===== src/rtl/hdb3_b3zs_encoder.sv =====
module hdb3_b3zs_encoder #(
  parameter int STAGES = 4
) (
  input  logic clk,
  input  logic rst_n,
  input  logic nrz_in,
  input  logic b3zs_sel,
  input  logic chan_dis,
  input  logic all_dis,
  output logic pos_out,
  output logic neg_out
);
  localparam int LAST = STAGES - 1;

  typedef enum logic [2:0] {S_IDLE, S_ZERO, S_ONE, S_HEAD, S_VIOL} sym_t;

  sym_t st [STAGES];
  logic last_pol;
  logic par;

  wire dis  = chan_dis | all_dis;
  wire hit4 = !dis && !b3zs_sel && !nrz_in &&
              st[0] == S_ZERO && st[1] == S_ZERO && st[2] == S_ZERO;
  wire hit3 = !dis && b3zs_sel && !nrz_in &&
              st[0] == S_ZERO && st[1] == S_ZERO;

  wire is_viol = st[LAST] == S_VIOL;
  wire mark    = st[LAST] == S_ONE || is_viol || (st[LAST] == S_HEAD && !par);
  wire pol     = is_viol ? last_pol : !last_pol;

  always_ff @(posedge clk) begin
    if (!rst_n) begin
      for (int i = 0; i < STAGES; i++) st[i] <= S_IDLE;
      pos_out  <= 1'b0;
      neg_out  <= 1'b0;
      last_pol <= 1'b0;
      par      <= 1'b0;
    end else begin
      st[0] <= (hit3 || hit4) ? S_VIOL : (nrz_in ? S_ONE : S_ZERO);
      st[1] <= st[0];
      st[2] <= hit3 ? S_HEAD : st[1];
      st[3] <= hit4 ? S_HEAD : st[2];
      pos_out <= mark && pol;
      neg_out <= mark && !pol;
      if (mark) last_pol <= pol;
      if (is_viol) par <= 1'b0;
      else if (mark) par <= !par;
    end
  end

  a_r7_rails_exclusive: assert property (@(posedge clk) disable iff (!rst_n)
    !(pos_out && neg_out));

  a_r1_idle_quiet: assert property (@(posedge clk) disable iff (!rst_n)
    (st[LAST] == S_IDLE) |=> (!pos_out && !neg_out));

  a_r5_odd_head_silent: assert property (@(posedge clk) disable iff (!rst_n)
    (st[LAST] == S_HEAD && par) |=> (!pos_out && !neg_out));

  a_r6_viol_polarity: assert property (@(posedge clk) disable iff (!rst_n)
    (st[LAST] == S_VIOL) |=> (pos_out == $past(last_pol) && neg_out == !$past(last_pol)));

  a_r3_head_precedes_viol: assert property (@(posedge clk) disable iff (!rst_n)
    (st[0] == S_VIOL) |-> (st[2] == S_HEAD || st[3] == S_HEAD));

  a_r8_no_sub_when_off: assert property (@(posedge clk) disable iff (!rst_n)
    (chan_dis || all_dis) |=> (st[0] != S_VIOL));
endmodule


===== config.mk =====
export PLATFORM = sky130hd
export DESIGN_NAME = hdb3_b3zs_encoder
export DESIGN_NICKNAME = d
export VERILOG_FILES = /design/src/rtl/hdb3_b3zs_encoder.sv
export SDC_FILE = /design/constraint.sdc
export NUM_CORES = 1
export LEC_CHECK = 0
export ABC_AREA = 1
export BUFFER_PORTS_ARGS = -buffer_cell sky130_fd_sc_hd__buf_2
export CORE_AREA = 8 8 45 47
export DETAILED_ROUTE_END_ITERATION = 8
export DIE_AREA = 0 0 53 55
export SYNTH_ARGS = -nofsm -noshare
export SYNTH_HDL_FRONTEND = slang
export SYNTH_SLANG_ARGS = --single-unit

===== constraint.sdc =====
create_clock -name clk -period 1.1 [get_ports clk]
set_input_delay 0.165 -clock clk [delete_from_list [all_inputs] [get_ports clk]]
set_output_delay 0.165 -clock clk [all_outputs]
set_load 0.1 [all_outputs]

==> flow_summary.json <==
{
  "cp.depth": 1,
  "synth_cells": 80,
  "seqCellArea_um2": 322,
  "drtPass1Iterations": 3,
  "worst-path-buf-inv": 1,
  "gp_congestion": 0.725,
  "die_w_um": 53,
  "hold_depth": 2,
  "port_buffers": 7,
  "htreeDepth": 1,
  "synthFlopType": "dfxtp_1",
  "power.density_nw_per_um2": 1340,
  "critical-path-max-stage-delay_ns": 0.36,
  "cts_buffer_depth": 2,
  "diodes": 0,
  "clk_latency_ns": 0.28,
  "hold_violations": 0,
  "min-delay-start": "nrz_in",
  "drc": 0,
  "fp.dieH_um": 55,
  "ys_top_cells_by_area": "dfxtp_1 55%, nand2_1 12%, inv_1 11%",
  "grt_overflow": 0,
  "ff2ff_setup_slack_ns": 0.12,
  "cts-root-buf": "clkbuf_4",
  "cts_tree": "yes",
  "nets": 97,
  "ir_drop_uv": 740,
  "synthArstFlopShare_pct": 0,
  "max_cap_viol_count": 0,
  "vias": 476,
  "grt_pass1_vias": 405,
  "syn2layout_area_growth_pct": 19.2,
  "crit_required_ns": 0.94,
  "hold_path.class": "in -> reg",
  "wl_per_cell_um": 9.02,
  "synth_enable_flop_cells": 0,
  "grt_use_total_pct": 7.49,
  "multi_input_area_um2": 206,
  "ys_ff_latch": 16,
  "setup_viol": 0,
  "r2r-start": "st[0][10]",
  "drive_above_1_share_pct": 13.5,
  "crit_arrival_ns": 0.83,
  "synth_area_um2": 587,
  "synth_area_per_cell_um2": 7.34,
  "finalWirelength_um": 947,
  "ios": 8,
  "crit_chain": "buf_12",
  "utilization_pct": 50.5,
  "tns_ns": 0,
  "slew_headroom_pct": 86.5,
  "path_delay_family": "flip-flops",
  "tightestPinTransition_ns": 0.201,
  "netlist.area_leader.share_pct": 54.6,
  "fin_crit_ns": 0.991,
  "start_util_pct": 42.4,
  "ys_seq_area_share_pct": 54.6,
  "grt_setup_unrepaired": "no",
  "grt_pass1_wl_mm": 1.59,
  "synth.most_common_cell": "nand2_1",
  "core_um2": 1380,
  "fmax_mhz": 1010,
  "p_leak_nw": 0.360,
  "dieArea_um2": 2920,
  "synth_commonest_cells": "18 x nand2_1, 17 x inv_1, 16 x dfxtp_1",
  "yosysWarnings": 0,
  "cp_slowest_cell": "dfxtp_1",
  "numCtsBuffers": 3,
  "start_kind": "flip-flop",
  "power.total_mw": 0.939,
  "final.setup_skew_ns": 0.00340,
  "drt_iter0_drc": 9,
  "cts_num_sinks": 16,
  "yosys.cell_types.count": 10,
  "synth_nets": 86,
  "place_hpwl_um": 741,
  "crit_path_max_fanout": 1,
  "critical_path_class": "reg -> out",
  "grt_antenna_before_repair": 0,
  "via_per_inst": 4.53,
  "timing.final.crit_share_pct": 90.1,
  "rr_endpoint": "pos_out",
  "cp-end-kind": "output port",
  "status": "finished, final reports clean",
  "hold_end": "st[0][0]",
  "fp-row-count": 14,
  "fill_cells": 137,
  "maxSlewViolCount": 0,
  "yosysTopAreaCell": "dfxtp_1",
  "grt_max_degree": 12,
  "reg2reg_depth": 5,
  "clk_pin_slew_ns": 0.08,
  "ant_nets": 0
}
[report_power, final]
| group | switching [mW] | internal, mW | leakage (nW) | total [mW] |
|---|---|---|---|---|
| logic | 0.0310 | 0.0209 | 0.216 | 0.0519 |
| clock network | 0.161 | 0.127 | 0.0138 | 0.288 |
| registers | 0.00764 | 0.591 | 0.131 | 0.599 |
| total | 0.200 | 0.739 | 0.360 | 0.939 |
[worst max path at each step]
stage | slack, ns | startpoint | endpoint
2_1_floorplan | 0.03 | neg_out | neg_out
3_3_place_gp | 0.12 | par | last_pol
3_5_place_dp | 0.07 | par | last_pol
4_1_cts | 0.05 | st[0][11] | last_pol
5_1_grt | 0.01 | st[0][10] | pos_out
6_report | 0.11 | neg_out | neg_out
[cell type report]
cell class | count | area share (%)
clock buffer | 3 | 3.22
inverter | 17 | 9.12
multi-input combinational | 46 | 29.5
sequential | 16 | 46.0
tap | 16 | 2.86
timing repair buffer | 7 | 9.30
[per-stage QoR]
step	hold WS [ns]	std cells	cell area (µm²)	setup WS, ns
global placement	0.360	102	668	0.125
floorplan	0.237	80	587	0.0260
CTS	0.0582	105	691	0.0537
global route	0.0651	105	699	0.0106
finish	0.0665	105	699	0.109
detailed placement	0.355	102	668	0.0686
[kinds of logic (layout without fill, tap and decap cells)]
kind of cell	Yosys count	in the layout	synth area share (%)
flip-flops	16	16	54.6
AO/OA/AOI/OAI	5	5	4.26
XOR/XNOR	2	2	2.99
AND/OR/NAND/NOR	39	39	26.7
buffers and inverters	18	27	11.5
[flip-flops by register name (all words and copies together), names as in the netlist]
signal / count
pos_out: 1
neg_out: 1
last_pol: 1
par: 1
st: 12
[worst register-to-register path, stage by stage, from the launching register on]
cell and delay, ns:
dfxtp_1 0.38, xor2_2 0.19, nand2_1 0.11, nor2_1 0.10
nand2_1 0.08, inv_1 0.06
[cells in the final DEF (no fill, tap or decap)]
cell type and instances:
nand3_1 7, buf_2 5, inv_1 17, xor2_2 1, xor2_1 1, nand2_1 18, o21ai_1 1, nor2_1 13
dfxtp_1 15, dfxtp_2 1, a21oi_1 4, nor3_1 1, clkbuf_4 3, buf_12 2
[layer usage]
metal,wire length (µm),track usage (%),share of wire (%)
met1,428,7.76,45
met2,430,11.9,45
met3,56,2.67,5.9
met4,31,6.47,3.3
met5,0,0,0
[what timing repair did]
item / CTS / global route
resized for setup: 0 / 3
setup buffers: 0 / 0
hold buffers: 0 / 0
setup endpoints to repair: 0 / 3
(Power assumes the default switching activity.)
